==> src/rtl/dcs_pkg.sv <==
// Shared constants, register selects, result codes and types for the
// disk command issue sequencer. Assumes a 16-bit command word whose
// bit layout (code, device, options) is decoded by the attachment.
package dcs_pkg;

    localparam int unsigned WORD_W    = 16;
    localparam int unsigned ATTN_W    = 5;
    localparam int unsigned DEV_W     = 3;
    localparam int unsigned CMD_W     = 5;
    localparam int unsigned OPT_W     = 8;
    localparam int unsigned STAT_W    = 2;
    localparam int unsigned ADDR_W    = 2;
    localparam int unsigned MAX_WORDS = 4;
    localparam int unsigned ARGS_W    = (MAX_WORDS - 1) * WORD_W;
    localparam int unsigned IDX_W     = $clog2(MAX_WORDS);
    localparam int unsigned LONG_BIT  = 14;

    // Status bit positions seen by the attachment contract
    localparam int unsigned STAT_BUSY = 0;
    localparam int unsigned STAT_FULL = 1;

    localparam logic [WORD_W-1:0] CTRL_OFF   = '0;
    localparam logic [WORD_W-1:0] CTRL_IRQEN = WORD_W'(1);

    typedef enum logic [ADDR_W-1:0] {
        REG_CTRL = 2'd0,
        REG_STAT = 2'd1,
        REG_ATTN = 2'd2,
        REG_CMD  = 2'd3
    } reg_sel_e;

    typedef enum logic [1:0] {
        RES_OK           = 2'd0,
        RES_BUSY_TIMEOUT = 2'd1,
        RES_CMD_TIMEOUT  = 2'd2
    } dcs_result_e;

    typedef enum logic [3:0] {
        S_IDLE,
        S_IRQ_OFF,
        S_BUSY_RD,
        S_BUSY_CHK,
        S_BUSY_GAP,
        S_ATTN,
        S_IRQ_ON,
        S_CMD_WR,
        S_FULL_RD,
        S_FULL_CHK,
        S_FULL_GAP,
        S_DONE
    } dcs_state_e;

    typedef struct packed {
        logic [ATTN_W-1:0] attn;
        logic [DEV_W-1:0]  dev;
        logic [CMD_W-1:0]  cmd;
        logic [OPT_W-1:0]  opts;
        logic              four_words;
        logic              skip_busy;
        logic              with_cmd;
        logic [ARGS_W-1:0] args;
    } dcs_req_t;

endpackage

==> src/rtl/dcs_word_pack.sv <==
// Builds the attention byte and selects the command word for the
// current index. Purely combinational; assumes the request is held
// stable in a register by the caller for the whole sequence.
module dcs_word_pack
    import dcs_pkg::*;
(
    input  dcs_req_t          req,
    input  logic [IDX_W-1:0]  word_idx,
    output logic [7:0]        attn_byte,
    output logic [WORD_W-1:0] cmd_word
);

    logic [WORD_W-1:0] head;
    logic [WORD_W-1:0] word_tab [MAX_WORDS];

    // Pack word 0: code, device, options, length flag forced into bit 14
    always_comb begin
        head = {req.opts, req.dev, req.cmd};
        if (req.four_words) begin
            head[LONG_BIT] = 1'b1;
        end
    end

    assign word_tab[0] = head;

    // Argument words follow the head word in ascending order
    for (genvar g = 1; g < MAX_WORDS; g++) begin : g_args
        assign word_tab[g] = req.args[(g-1)*WORD_W +: WORD_W];
    end

    assign cmd_word  = word_tab[word_idx];
    assign attn_byte = {req.dev, req.attn};

endmodule

==> src/rtl/dcs_poll_pacer.sv <==
// Counts status reads against the try limit and times the idle gap
// between reads. Assumes clr is raised once before each poll phase and
// read_pulse marks every issued status read.
module dcs_poll_pacer #(
    parameter int unsigned MAX_TRIES = 10000,
    parameter int unsigned POLL_GAP  = 4
) (
    input  logic clk,
    input  logic rst_n,
    input  logic clr,
    input  logic read_pulse,
    input  logic gap_run,
    output logic exhausted,
    output logic gap_done
);

    localparam int unsigned TRY_W = $clog2(MAX_TRIES + 1);
    localparam int unsigned GAP_W = (POLL_GAP > 1) ? $clog2(POLL_GAP) : 1;

    logic [TRY_W-1:0] tries;
    logic [GAP_W-1:0] gap_cnt;

    // Try counter: cleared per phase, bumped on each status read
    always_ff @(posedge clk) begin
        if (!rst_n || clr) begin
            tries <= '0;
        end else if (read_pulse) begin
            tries <= tries + TRY_W'(1);
        end
    end

    // Gap counter: runs only while the sequencer waits between reads
    always_ff @(posedge clk) begin
        if (!rst_n || !gap_run || gap_done) begin
            gap_cnt <= '0;
        end else begin
            gap_cnt <= gap_cnt + GAP_W'(1);
        end
    end

    assign exhausted = (tries == TRY_W'(MAX_TRIES));
    assign gap_done  = gap_run && (gap_cnt == GAP_W'(POLL_GAP - 1));

endmodule

==> src/rtl/dcs_issue_seq.sv <==
// Top of the disk command issue sequencer. Runs the attention handshake
// (interrupts off, busy poll, attention write, interrupts on), then
// streams two or four command words, each paced on the full flag.
// Assumes a register port with read data valid one cycle after reg_re.
module dcs_issue_seq
    import dcs_pkg::*;
#(
    parameter int unsigned MAX_TRIES = 10000,
    parameter int unsigned POLL_GAP  = 4
) (
    input  logic              clk,
    input  logic              rst_n,
    input  logic              req_valid,
    output logic              req_ready,
    input  logic [ATTN_W-1:0] req_attn,
    input  logic [DEV_W-1:0]  req_dev,
    input  logic [CMD_W-1:0]  req_cmd,
    input  logic [OPT_W-1:0]  req_opts,
    input  logic              req_four_words,
    input  logic              req_skip_busy,
    input  logic              req_with_cmd,
    input  logic [ARGS_W-1:0] req_args,
    output logic [ADDR_W-1:0] reg_addr,
    output logic              reg_we,
    output logic              reg_re,
    output logic [WORD_W-1:0] reg_wdata,
    input  logic [STAT_W-1:0] reg_rdata,
    output logic              done,
    output logic [1:0]        done_code
);

    dcs_state_e        state, nxt;
    dcs_req_t          req_q;
    dcs_result_e       result_q;
    logic [IDX_W-1:0]  word_idx;
    logic [IDX_W-1:0]  last_idx;
    logic [7:0]        attn_byte;
    logic [WORD_W-1:0] cmd_word;
    logic              exhausted;
    logic              gap_done;
    logic              pacer_clr;
    logic              gap_run;
    logic              accept;

    assign accept   = req_valid && (state == S_IDLE);
    assign last_idx = req_q.four_words ? IDX_W'(MAX_WORDS - 1) : IDX_W'(1);

    dcs_word_pack u_pack (
        .req       (req_q),
        .word_idx  (word_idx),
        .attn_byte (attn_byte),
        .cmd_word  (cmd_word)
    );

    assign pacer_clr = (state == S_IRQ_OFF) || (state == S_CMD_WR);
    assign gap_run   = (state == S_BUSY_GAP) || (state == S_FULL_GAP);

    dcs_poll_pacer #(
        .MAX_TRIES (MAX_TRIES),
        .POLL_GAP  (POLL_GAP)
    ) u_pacer (
        .clk        (clk),
        .rst_n      (rst_n),
        .clr        (pacer_clr),
        .read_pulse (reg_re),
        .gap_run    (gap_run),
        .exhausted  (exhausted),
        .gap_done   (gap_done)
    );

    // Next-state logic for the attention and command streaming sequence
    always_comb begin
        nxt = state;
        unique case (state)
            S_IDLE:     if (req_valid) nxt = S_IRQ_OFF;
            S_IRQ_OFF:  nxt = req_q.skip_busy ? S_ATTN : S_BUSY_RD;
            S_BUSY_RD:  nxt = S_BUSY_CHK;
            S_BUSY_CHK: begin
                if (!reg_rdata[STAT_BUSY]) nxt = S_ATTN;
                else if (exhausted)        nxt = S_DONE;
                else                       nxt = S_BUSY_GAP;
            end
            S_BUSY_GAP: if (gap_done) nxt = S_BUSY_RD;
            S_ATTN:     nxt = S_IRQ_ON;
            S_IRQ_ON:   nxt = req_q.with_cmd ? S_CMD_WR : S_DONE;
            S_CMD_WR:   nxt = S_FULL_RD;
            S_FULL_RD:  nxt = S_FULL_CHK;
            S_FULL_CHK: begin
                if (!reg_rdata[STAT_FULL]) nxt = (word_idx == last_idx) ? S_DONE : S_CMD_WR;
                else if (exhausted)        nxt = S_DONE;
                else                       nxt = S_FULL_GAP;
            end
            S_FULL_GAP: if (gap_done) nxt = S_FULL_RD;
            S_DONE:     nxt = S_IDLE;
            default:    nxt = S_IDLE;
        endcase
    end

    // State register
    always_ff @(posedge clk) begin
        if (!rst_n) begin
            state <= S_IDLE;
        end else begin
            state <= nxt;
        end
    end

    // Request capture on acceptance
    always_ff @(posedge clk) begin
        if (!rst_n) begin
            req_q <= '0;
        end else if (accept) begin
            req_q.attn       <= req_attn;
            req_q.dev        <= req_dev;
            req_q.cmd        <= req_cmd;
            req_q.opts       <= req_opts;
            req_q.four_words <= req_four_words;
            req_q.skip_busy  <= req_skip_busy;
            req_q.with_cmd   <= req_with_cmd;
            req_q.args       <= req_args;
        end
    end

    // Word index: restarts per request, advances when a word is taken
    always_ff @(posedge clk) begin
        if (!rst_n || accept) begin
            word_idx <= '0;
        end else if (state == S_FULL_CHK && !reg_rdata[STAT_FULL] && word_idx != last_idx) begin
            word_idx <= word_idx + IDX_W'(1);
        end
    end

    // Result code: ok by default, overwritten by a timeout verdict
    always_ff @(posedge clk) begin
        if (!rst_n || accept) begin
            result_q <= RES_OK;
        end else if (state == S_BUSY_CHK && reg_rdata[STAT_BUSY] && exhausted) begin
            result_q <= RES_BUSY_TIMEOUT;
        end else if (state == S_FULL_CHK && reg_rdata[STAT_FULL] && exhausted) begin
            result_q <= RES_CMD_TIMEOUT;
        end
    end

    // Register port drive decoded from the current state
    always_comb begin
        reg_we    = 1'b0;
        reg_re    = 1'b0;
        reg_addr  = REG_CTRL;
        reg_wdata = '0;
        unique case (state)
            S_IRQ_OFF: begin
                reg_we    = 1'b1;
                reg_wdata = CTRL_OFF;
            end
            S_BUSY_RD, S_FULL_RD: begin
                reg_re   = 1'b1;
                reg_addr = REG_STAT;
            end
            S_ATTN: begin
                reg_we    = 1'b1;
                reg_addr  = REG_ATTN;
                reg_wdata = {8'h00, attn_byte};
            end
            S_IRQ_ON: begin
                reg_we    = 1'b1;
                reg_wdata = CTRL_IRQEN;
            end
            S_CMD_WR: begin
                reg_we    = 1'b1;
                reg_addr  = REG_CMD;
                reg_wdata = cmd_word;
            end
            default: ;
        endcase
    end

    assign req_ready = (state == S_IDLE);
    assign done      = (state == S_DONE);
    assign done_code = done ? result_q : RES_OK;

endmodule

==> config.mk <==
export PLATFORM = sky130hd
export DESIGN_NAME = dcs_issue_seq
export DESIGN_NICKNAME = d
export VERILOG_FILES = /design/src/rtl/dcs_pkg.sv /design/src/rtl/dcs_word_pack.sv /design/src/rtl/dcs_poll_pacer.sv /design/src/rtl/dcs_issue_seq.sv
export SDC_FILE = /design/constraint.sdc
export NUM_CORES = 1
export LEC_CHECK = 0
export ABC_AREA = 1
export ABC_CLOCK_PERIOD_IN_PS = 3200
export BUFFER_PORTS_ARGS = -buffer_cell sky130_fd_sc_hd__buf_2
export CORE_ASPECT_RATIO = 1.1
export CORE_UTILIZATION = 59
export CTS_BUF_LIST = sky130_fd_sc_hd__clkbuf_2
export DETAILED_ROUTE_END_ITERATION = 10
export PLACE_DENSITY = 0.85
export RECOVER_POWER = 100
export SLEW_MARGIN = 20
export SYNTH_ARGS = -nofsm -noshare
export SYNTH_HDL_FRONTEND = slang
export SYNTH_SLANG_ARGS = --single-unit
==> constraint.sdc <==
create_clock -name clk -period 3.2 [get_ports clk]
set_clock_uncertainty 0.1 [all_clocks]
set_input_delay 0.48 -clock clk [delete_from_list [all_inputs] [get_ports clk]]
set_output_delay 0.48 -clock clk [all_outputs]
set_load 0.01 [all_outputs]
**Yosys cells after proc, flatten, opt, wreduce, memory -nomap -nowiden**

Cells that the tools add are included.

- Bits in registers: 96
- Output and inout port bits: 24
- Word-level logic and storage cells: 83

- Add/subtract/negate cells: 3
- Order comparisons: 1
- Equality and inequality tests: 18
- Muxes and demuxes: 23
- Bitwise logic cells: 1
- Reduce and logical (&&, ||, !) cells: 23

Operator list:

| kind | count |
|---|---|
| $pmux W16 S3 | 1 |
| $pmux W4 S11 | 1 |
| $bmux W16 S2 | 1 |
| $mux W16 | 2 |
| $mux W4 | 8 |
| $eq A4 B3 Y1 const B | 4 |
| $eq A4 B4 Y1 const B | 4 |
| $add A14 B1 Y14 const B | 1 |
| $eq A14 B14 Y1 const B | 1 |
| $eq A4 B2 Y1 const B | 2 |
| $logic_and A1 B1 Y1 | 8 |
| $logic_or A1 B1 Y1 | 6 |
| $mux W1 | 6 |
| $pmux W2 S3 | 1 |
| $add A2 B1 Y2 const B | 2 |
| $eq A4 B1 Y1 const B | 1 |
| $logic_not A4 Y1 | 1 |
| $mux W2 | 2 |
| $ne A2 B1 Y1 const B | 2 |
| $reduce_or A2 Y1 | 2 |
| $reduce_or A4 Y1 | 1 |
| $ge A3 B3 Y1 const B | 1 |
| $logic_not A1 Y1 | 3 |
| $mux W3 | 1 |
| 7 further kinds | 7 |

**Depth between registers and ports, before layout**

Gate-level depths: netlist of run 1.

- Depth after elaboration: 5
- Mapped depth: 11
- Depth with buffers taken out: 11

**Hierarchy**

Synthesis of run 1 repeated with hierarchy kept, for this count alone.

- Cell total of the unflattened synthesis: 778
- Area total of the unflattened synthesis: 5108.6 um^2

Modules (own cells, without submodules):

| module | times used | cells an instance | area an instance (um^2) |
|---|---|---|---|
| dcs_issue_seq | 1 | 475 | 3393.3 |
| dcs_word_pack | 1 | 180 | 869.6 |
| dcs_poll_pacer | 1 | 123 | 845.8 |

**Least setup slack after synthesis of run 1**

OpenSTA, ideal clock, no wires.

- Kind: register -> output
- Start: reg word_idx[1]
- End: out reg_wdata[10]
- Arrival: 1.204 ns
- Slack: 1.416 ns
- Cell stages (with the launch flop): 8
- Buffers on the path: 3
- Cells stage by stage: dfxtp_1 -> buf_2 -> inv_1 -> buf_2 -> buf_2 -> a21oi_1 -> o21ai_0 -> a21oi_1

- Longest elaborated chain between the ends: 5

Ends and longest elaborated chain:

| element | RTL line | RTL |
|---|---|---|
| from (decl) | dcs_issue_seq.sv:35 | `logic [IDX_W-1:0] word_idx;` |
| from (signal assigned) | dcs_issue_seq.sv:129 | `word_idx <= word_idx + IDX_W'(1);` |
| $not A2 Y3 (not written as such) | dcs_word_pack.sv:31 | `assign cmd_word = word_tab[word_idx];` |
| $bmux W16 S2 | dcs_word_pack.sv:31 |  |
| $mux W16 (not written as such) (2 in a row) | dcs_word_pack.sv:31 |  |
| $pmux W16 S3 | dcs_issue_seq.sv:150 | `unique case (state)` |
| to (decl) | dcs_issue_seq.sv:26 | `output logic [WORD_W-1:0] reg_wdata,` |

No other way between the ends. The select of a mux whose other input is x is not followed.

**Final worst setup path of run 1**

- Start: reg state[1]
- End: out reg_wdata[6]

- Longest elaborated chain between the ends: 2

Ends and longest elaborated chain:

| element | RTL line | RTL |
|---|---|---|
| from (decl) | dcs_issue_seq.sv:32 | `dcs_state_e state, nxt;` |
| from (signal assigned) | dcs_issue_seq.sv:104 | `state <= nxt;` |
| $eq A4 B3 Y1 | dcs_issue_seq.sv:150 |  |
| $pmux W16 S3 * | dcs_issue_seq.sv:150 |  |

Mark *: on every way between the ends. The rest lies on a longest branch, timed or not.

==> results.md, run 1 <==
* Clk root buf: clkbuf_2
* Vias in the first global route at roughly 4400
* Met1 wire length at approximately 5.2 mm
* Largest family of logic cells by synthesized area: compound AO/OA/AOI/OAI gates
* Initial antenna violation count at 0
* Die area at a little over 8000 µm²
* GRT Total Usage at between 30% and 40%
* CTS tree: built
* Failing checks: capacitance limit, slew limit
* Max incr delay on CP at about 0.52 ns
* Final hold slack at between 0.02 and 0.03 ns
* Leak at between 2 and 2.5 nW
* Final min period at 2.98 ns
* Final nets at 829
* Worst Path Buf+Inv at 3
* Mux cell area share after synthesis at 0%
* Critical path class: reg -> out
* CORE AREA at 7510 µm²
* Buffers on Ports at 100
* GP Congestion at ~0.94
* FF-to-FF setup slack at about 0.39 ns
* Synth Area in Simple Gates at 21.2%
* Slew Limit Fails at around 110
* FF+latch count, synth at 96
* CTS Buffer Depth at 2
* Share of layout cells above drive strength 1 at between 10 and 15%
* Worst-path clk slew at roughly 0.28 ns
* Avg Synthesized Cell Area at slightly below 7 µm²
* RSZ-0062 raised after global routing: no
* Yosys Warn Count at 0
* Critical path startpoint category: register
* Die X-Extent at 86.2 µm
* Req. time, crit path at around 2.6 ns
* Register area share after synthesis at between 40% and 50%
* Cell row count at 33
* Crit. Startpoint: state[1]$_SDFFE_PN0P_
* H-Tree Depth at 3
* Critical path cell sequence: nand2_1 -> inv_1 -> nand2_1 -> inv_1 -> nand2_1 -> o21ai_0 -> clkbuf_1
* DR pass1 iterations at 5
* CP most frequent cell: nand2_1
* Final setup violation count at 0
* Setup tns final at 0 ns
* Hold Buf Count CTS at 7
* Gr ovfl total at 0
* Met3 wire len at ~700 µm
* Synth Area in Adders at less than 1%
* Complex-gate fraction of the synthesized area at between 20 and 25%
* Worst Path Max Fanout at 12
* Post-Syn Area at ~4600 µm²
* DRC violations left at 0
* Antenna Violating Nets Remaining at 0
* Cell Pwr Density at about 650 nW/µm²
* CP arrival at between 2 and 2.5 ns
* Slowest cell on crit path: dfxtp_1
* Final worst path period share at slightly above 90%
* CTS Buf Count at 9
* Reg2reg start: state[3]$_SDFFE_PN0P_
* Worst rel slew slack at -13.1%
* Max layer used: met4
* Area leader, netlist: dfxtp_1
* ANT cells at 0
* Slew @ Worst Pin at roughly 1.7 ns
* Met2 Routed Length at 6.07 mm
* CP endpoint kind: output pin
* Initial Util at approximately three fifths
* Final WL at 12.3 mm
* Count of final hold-check violations at 0
* WL per Instance at 14.3 µm
* Postcts setup bufs at 0
* First-pass GRT wire length at between 15 and 20 mm
* Max_cap viols at 1
* Hold_sp: req_args[33]
* Largest net degree at the start of global routing at about 110
* Vias post-DR at roughly 4800
* Post-synth top area share at a little over two fifths
* Status: finished with violations
* Number of library cell types mapped by synthesis at 28
* Synth area leaders: dfxtp_1 (42%), a21oi_1 (14%), nand2_1 (10%), o21ai_0 (9.6%), inv_1 (5.9%)
* Io pins at around 100
* CTS Sinks at between 90 and 100
* Via density at between 5 and 6
* Hold Crit Class: in -> reg
* Max IR drop VDD at approximately 0.4 mV
* Highest Clock Rate at 0.336 GHz
* Post-Synth XOR/XNOR Area at under 10%
* Crit-path leading delay family: buffers and inverters
* P&R area growth vs syn at 13.2%
* Mapped Nets at between 700 and 800
* Chip Height at approximately 95 µm
* Resize count post-CTS at 0
* Initial DRC Count at approximately 240
* Cells after synthesis at about 670
* Clock latency on the worst-skew pair at between 0.5 and 0.6 ns
* Final HPWL DP at 8.48 mm
## report_power, final
| part | internal [W] | switching, W | leakage [nW] | total, W |
|---|---|---|---|---|
| combinational | 0.000338 | 0.000802 | 1.20 | 0.00114 |
| clock | 0.000191 | 0.000441 | 0.0749 | 0.000632 |
| sequential | 0.00147 | 0.000125 | 0.788 | 0.00160 |
| total | 0.00200 | 0.00137 | 2.06 | 0.00337 |
## kinds of logic (layout without fill, tap and decap cells)
family / count (synthesis) / count (layout)
simple gates: 224 / 224
compound gates: 223 / 223
buf+inv: 115 / 202
flops: 96 / 96
xor+xnor: 6 / 6
fa+ha+maj: 3 / 3
## placed cells by master, fill, tap and decap left out, drive strengths merged
cell type	Yosys	final
o211ai	1	1
nand2	126	126
xnor2	3	3
dlygate4sd3	0	7
inv	73	75
nor3b	3	3
bufinv	0	1
nor2	33	33
buf	22	81
clkbuf	20	34
nand4	3	3
nor3	10	10
nand3	48	48
o21ai	90	90
xor2	3	3
o221ai	1	1
a21oi	131	131
nand3b	1	1
clkinv	0	4
dfxtp	96	96
ha	3	3
## registers in the layout (all words and copies together) (netlist names)
register / cells
word_idx: 2
result_q: 2
state: 4
u_pacer.tries: 14
u_pacer.gap_cnt: 2
req_q: 72
## worst reg2reg max path, stage by stage (launching register included)
cell and delay (ns):
dfxtp_1 0.42, nor2_1 0.33, nand2_2 0.13, inv_1 0.11, nand2_2 0.90, o21ai_0 0.65
a21oi_1 0.07
## cells in the mapped netlist (all sizes together)
cell and n:
a21oi 131, nand2 126, dfxtp 96, o21ai 90, inv 73, nand3 48, nor2 33, buf 22
clkbuf 20, nor3 10, ha 3, nand4 3, nor3b 3, xnor2 3, xor2 3, nand3b 1
o211ai 1, o221ai 1
## routing by layer
metal / up-vias / global-route usage, %
li1: 2362 / -
met1: 2200 / 36.6
met2: 187 / 54.9
met3: 33 / 4.72
met4: 0 / 13.6
met5: - / 0
## metrics by stage
step	setup WS, ns	cells	utilization (%)	total power [W]	area, µm²
after detailed placement	0.916	836	67.3	0.00276	5060
after global routing	0.0503	859	69.3	0.00360	5210
final	0.222	859	69.3	0.00337	5210
after global placement	0.945	836	67.3	0.00272	5060
after CTS	0.247	859	69.9	0.00338	5250
after floorplan	1.42	667	-	0.00251	4600
## layout make-up
type	instances	area, µm²
clock buffers	9	45.0
clock inverters	7	77.6
fillers	710	2310
inverters	73	274
multi-input cells	456	2180
flip-flops and latches	96	1920
well taps	105	131
repair buffers	113	581
## worst paths after layout
kind                                   endpoint  cells after the start
hold / removal           req_q[33]$_SDFFE_PN0P_                      3
hold reg to reg   u_pacer.gap_cnt[0]$_SDFF_PP0_                      1
setup / recovery                   reg_wdata[6]                      7
setup reg to reg         req_q[20]$_SDFFE_PN0P_                      6
(Power assumes the default switching activity.)
==> inputs of run 2 (changes only) <==
- ABC_CLOCK_PERIOD_IN_PS: 3200 -> not set
- GPL_TIMING_DRIVEN: not set -> 0
==> run 2 against run 1 <==
Against the previous run:
- the flow now finishes without violations
- worst hold slack got worse by 0.0010 ns
- register-to-register slack improved by 0.44 ns
- cell count increased by 4.0%
- sequential share of layout area decreased by 0.69 points
- first-iteration DRC count increased by 44%
- largest power group unchanged
==> results.md, run 2 (synthesis gave the netlist of run 1 again) <==
* Hold worst-path end: req_q[56]$_SDFFE_PN0P_
* Clock latency on the worst-skew pair at approximately 0.57 ns
* Final nets at around 860
* ANT cells at 0
* Share of layout cells above drive strength 1 at between 10 and 15%
* Resize count post-CTS at 0
* Post-layout util at ~71%
* Multi-input logic area at approximately 2200 µm²
* Hold Crit Class: in -> reg
* Leak at roughly 2.1 nW
* Vias in the first global route at approximately 4600
* Count of final hold-check violations at 0
* CTS Sinks at 96
* Worst rel slew slack at 61.7%
* Reg2reg start: state[1]$_SDFFE_PN0P_
* Crit-path leading delay family: buffers and inverters
* Worst Path Max Fanout at 10
* Placed instance count at 871
* Combinational group share of total power at roughly 36%
* Antenna Violating Nets Remaining at 0
* Highest Clock Rate at 0.341 GHz
* Slowest cell on crit path: dfxtp_1
* Max incr delay on CP at around 0.36 ns
* Vias post-DR at 4958
* Chip Height at about 95 µm
* Max_cap viols at 0
* R2r worst-path depth at 7
* Initial Util at roughly three fifths
* Initial DRC Count at 342
* FF-to-FF setup slack at slightly above 0.8 ns
* Final WL at 13.2 mm
* Reg power frac at 47.1%
* FF-to-FF End: req_q[13]$_SDFFE_PN0P_
* Critical path class: reg -> out
* Fillers at around 690
* CTS Buffer Depth at 2
* Cell row count at 33
* Req. time, crit path at roughly 2.6 ns
* Worst slack, placed at around 1.0 ns
* Largest register by flop count: req_q
* DRC violations left at 0
* Postcts setup bufs at 0
* CTS tree: built
* Largest register FFs at a little over 70
* Final worst path period share at between 90 and 100%
* Initial antenna violation count at 0
* Critical path cell sequence: clkbuf_1 -> inv_1 -> clkbuf_2 -> buf_2 -> a21oi_1 -> o21ai_0 -> a21oi_1 -> clkbuf_1
* Clock network power share at between 15 and 20%
* DR pass1 iterations at 5
* Cell Pwr Density at around 640 nW/µm²
* Internal power at ~0.0020 W
* Die X-Extent at 86.2 µm
* Final std cells w/o fill at about 890
* Psw at between 0.001 and 0.0015 W
* RSZ-0062 raised after global routing: no
* CP arrival at 2.35 ns
* Slew Limit Fails at 0
* Final HPWL DP at between 9 and 10 mm
* Sequential cell area at 1920 µm²
* First-pass GRT wire length at around 21 mm
* WL per Instance at around 15 µm
* P&R area growth vs syn at 15.3%
* Buffers on Ports at 99
* Worst-path clk slew at 0.29 ns
* Status: finished, final reports clean
* WHS Path Cells at 3
* CTS Buf Count at 9
* Setup ws final at 0.269 ns
* GP Congestion at between 0.9 and 1
* Commonest non-fill, non-tap cells in the layout: a21oi_1 (131), nand2_1 (125), dfxtp_1 (96)
* Worst Path Buf+Inv at 5
* Die area at about 8200 µm²
* GRT Total Usage at about a third
* Critical path startpoint category: register
* Io pins at around 100
* CORE AREA at between 7000 and 8000 µm²
* Gr ovfl total at 0
* Via density at 5.55
* Setup tns final at 0 ns
* Largest net degree at the start of global routing at 18
* Max IR drop VDD at around 0.34 mV
* Clk root buf: clkbuf_2
* Final setup violation count at 0
* Slew @ Worst Pin at 0.574 ns
* CP endpoint kind: output pin
* Final min period at between 2 and 3 ns
* Leading cell type in the layout, fill and taps excluded: a21oi_1
* Switch share at between 40% and 50%
* Largest registers: req_q x72, u_pacer.tries x14, state x4
* Hold_sp: req_opts[5]
* H-Tree Depth at 3
* Final hold slack at approximately 0.027 ns
-- run 2: power groups by stage --
stage | sequential (W) | clock, W | combinational, W
CTS | 0.00159 | 0.000558 | 0.00129
floorplan | 0.00159 | 0 | 0.000920
global placement | 0.00161 | 0 | 0.00124
global route | 0.00162 | 0.000606 | 0.00137
finish | 0.00159 | 0.000557 | 0.00123
detailed placement | 0.00162 | 0 | 0.00129
-- run 2: area by class of cell --
class,count,area share (%)
multi-input cells,456,41.0
well taps,105,2.48
plain buffers,42,3.23
inverters,73,5.17
clock inverters,7,0.991
repair buffers,105,10.1
clock buffers,9,0.849
flip-flops and latches,96,36.2
-- run 2: metrics by stage --
step	instance area [µm²]	power (W)
finish	5310	0.00338
global route	5310	0.00360
CTS	5350	0.00345
detailed placement	5230	0.00291
global placement	5230	0.00285
floorplan	4600	0.00251
-- run 2: routing by layer --
layer / part of all wire, % / vias up / global-route usage, %
met1: 40 / 2240 / 39.2
li1: - / 2447 / -
met5: 0 / - / 0
met3: 8.8 / 42 / 6.56
met4: 3.8 / 0 / 17.6
met2: 47 / 229 / 57.8
-- run 2: worst max path at each step --
stage,cells past startpoint,start,endpoint
after CTS,8,word_idx[0]$_SDFFE_PP0P_,reg_wdata[6]
after global routing,7,state[1]$_SDFFE_PN0P_,reg_addr[0]
after detailed placement,8,word_idx[0]$_SDFFE_PP0P_,reg_wdata[6]
after floorplan,7,word_idx[1]$_SDFFE_PP0P_,reg_wdata[10]
after global placement,8,word_idx[0]$_SDFFE_PP0P_,reg_wdata[5]
final,8,word_idx[1]$_SDFFE_PP0P_,reg_wdata[13]
-- run 2: what timing repair did --
action	CTS	global route
hold buffers	2	4
endpoints found under the setup margin	0	0
endpoints found under the hold margin	2	4
-- run 2: worst min-delay path: stages --
cell,delay [ns]
buf_2,0.09
nand3_1,0.07
a21oi_1,0.07
==> inputs of run 3 (changes only) <==
- CELL_PAD_IN_SITES_DETAIL_PLACEMENT: not set -> 1
- CELL_PAD_IN_SITES_GLOBAL_PLACEMENT: not set -> 2
- CORE_UTILIZATION: 59 -> 33
- PLACE_DENSITY: 0.85 -> 0.87
- clock period: 3.2 -> 3.75 ns (I/O delays scaled with it)
==> run 3 against run 2 <==
Against the previous run:
- combinational power decreased by 14%
- first-iteration DRC count decreased by 51%
- sequential share of layout area down 0.28 points
- count of clock-buffer cells in the layout grew 3
- cell area is 0.78% higher
- global-route usage fell by 11 points
==> results.md, run 3 (synthesis gave the netlist of run 1 again) <==
* Status: finished, final reports clean
* Largest register FFs at between 70 and 80
* First-pass GRT wire length at 24.9 mm
* Slew Limit Fails at 0
* H-Tree Depth at 3
* CTS Buf Count at 9
* Final worst path period share at a little over four fifths
* CP most frequent cell: clkbuf_1
* Count of final hold-check violations at 0
* Critical path startpoint category: register
* Capture point of the critical path: reg_wdata[13]
* WL per Instance at roughly 16 µm
* Final HPWL DP at roughly 12 mm
* Slowest cell on crit path: dfxtp_1
* CTS Buffer Depth at 2
* Final setup violation count at 0
* Req. time, crit path at roughly 3.1 ns
* Worst rel slew slack at a little under three fifths
* Io pins at around 100
* Via density at around 4.9
* Leak at 2.09 nW
* FF-to-FF setup slack at roughly 1.3 ns
* Gr ovfl total at 0
* Cell row count at 44
* Vias post-DR at between 4000 and 5000
* DR pass1 iterations at 4
* Antenna Violating Nets Remaining at 0
* Die X-Extent at about 110 µm
* Hold Buf Count CTS at 0
* Hold Crit Class: in -> reg
* Critical path class: reg -> out
* P&R area growth vs syn at 16.2%
* Placed cell area at between 5000 and 6000 µm²
* Psw at between 0.001 and 0.0015 W
* GP Congestion at ~0.86
* FF-to-FF End: req_q[23]$_SDFFE_PN0P_
* Final WL at approximately 16 mm
* Worst-path clk slew at roughly 0.26 ns
* Clock network power share at about 18%
* Clk root buf: clkbuf_2
* Resize count post-CTS at 0
* CP endpoint kind: output pin
* DRC violations left at 0
* Buffers on Ports at 99
* Initial DRC Count at 166
* Crit. Startpoint: word_idx[1]$_SDFFE_PP0P_
* WHS Path Cells at 3
* Initial antenna violation count at 2
* GRT Total Usage at about 23%
* Largest net degree at the start of global routing at 15
* R2r worst-path depth at 7
* Max IR drop VDD at slightly below 0.2 mV
* Die area at about 14000 µm²
* Largest registers: req_q x72, u_pacer.tries x14, state x4
* Combinational group share of total power at 36.0%
* Slew @ Worst Pin at a little under 0.7 ns
* CTS Sinks at 96
* CORE AREA at around 13000 µm²
* Max incr delay on CP at 0.37 ns
* Max_cap viols at 0
* CTS tree: built
* CP arrival at around 2.5 ns
* Chip Height at between 100 and 150 µm
* Final min period at 3.18 ns
* Final Cell Area at 5350 µm²
* Vias in the first global route at between 5000 and 6000
* Setup tns final at 0 ns
* RSZ-0062 raised after global routing: no
* Switch share at around two fifths
* Critical path cell sequence: clkbuf_1 -> inv_1 -> buf_2 -> clkbuf_1 -> a21oi_1 -> o21ai_0 -> a21oi_1 -> clkbuf_1
* Reg2reg start: state[2]$_SDFFE_PN0P_
* Worst Path Max Fanout at 10
* Final nets at 857
* Cell Pwr Density at approximately 550 nW/µm²
* Share of layout cells above drive strength 1 at between 10% and 20%
* Leading cell type in the layout, fill and taps excluded: a21oi_1
* Internal power at 0.00173 W
* Commonest non-fill, non-tap cells in the layout: a21oi_1 (131), nand2_1 (126), dfxtp_1 (96)
* Initial Util at approximately 34%
* Postcts setup bufs at 0
* Highest Clock Rate at around 0.31 GHz
* Reg power frac at 46.4%
* Largest register by flop count: req_q
* Clock latency on the worst-skew pair at just under 0.6 ns
## run 3: worst min-delay path by stage
stage / startpoint / end / slack [ns]
CTS: req_args[42] / req_q[42]$_SDFFE_PN0P_ / 0.07
detailed placement: u_pacer.gap_cnt[0]$_SDFF_PP0_ / u_pacer.gap_cnt[0]$_SDFF_PP0_ / 0.32
global placement: u_pacer.gap_cnt[0]$_SDFF_PP0_ / u_pacer.gap_cnt[0]$_SDFF_PP0_ / 0.31
finish: req_cmd[4] / req_q[63]$_SDFFE_PN0P_ / 0.11
global route: req_args[33] / req_q[33]$_SDFFE_PN0P_ / 0.06
floorplan: u_pacer.gap_cnt[0]$_SDFF_PP0_ / u_pacer.gap_cnt[0]$_SDFF_PP0_ / 0.30
## run 3: worst max-delay path: cells and delay by family (launching register included)
kind / cells / cell delay (ns)
buffers and inverters: 5 / 1.00
AO/OA/AOI/OAI: 3 / 0.56
flip-flops: 1 / 0.37
## run 3: cell type report
type,instances,area [µm²]
Multi-Input combinational cell,456,2170
Timing Repair Buffer,99,469
Buffer,42,170
Inverter,73,274
Clock buffer,12,60.1
Clock inverter,4,45.0
Fill cell,1820,8030
Sequential cell,96,1920
Tap cell,184,230
Antenna cell,2,5.00
## run 3: per-stage QoR
stage / total power (W) / setup WS, ns / util [%] / hold slack [ns] / instances
6_report: 0.00294 / 0.568 / 40.0 / 0.112 / 968
5_1_grt: 0.00318 / 0.324 / 39.9 / 0.0579 / 967
4_1_cts: 0.00305 / 0.778 / 40.6 / 0.0666 / 966
3_5_place_dp: 0.00254 / 1.48 / 39.8 / 0.321 / 950
3_3_place_gp: 0.00249 / 1.50 / 39.8 / 0.308 / 950
2_1_floorplan: 0.00214 / 1.88 / - / 0.298 / 667
## run 3: routing by layer
metal / wire [µm] / track usage (%) / vias to the layer above / part of all wire, %
li1: - / - / 2426 / -
met1: 7010 / 27.6 / 2186 / 45
met2: 7480 / 39.2 / 89 / 48
met3: 644 / 3.61 / 24 / 4.2
met4: 374 / 8.79 / 0 / 2.4
met5: 0 / 0 / - / 0
## run 3: power by group through the flow
stage	registers, W	logic (W)	clock network [W]
6_report	0.00137	0.00106	0.000517
5_1_grt	0.00140	0.00121	0.000578
4_1_cts	0.00137	0.00115	0.000533
3_3_place_gp	0.00138	0.00111	0
3_5_place_dp	0.00139	0.00115	0
2_1_floorplan	0.00136	0.000785	0
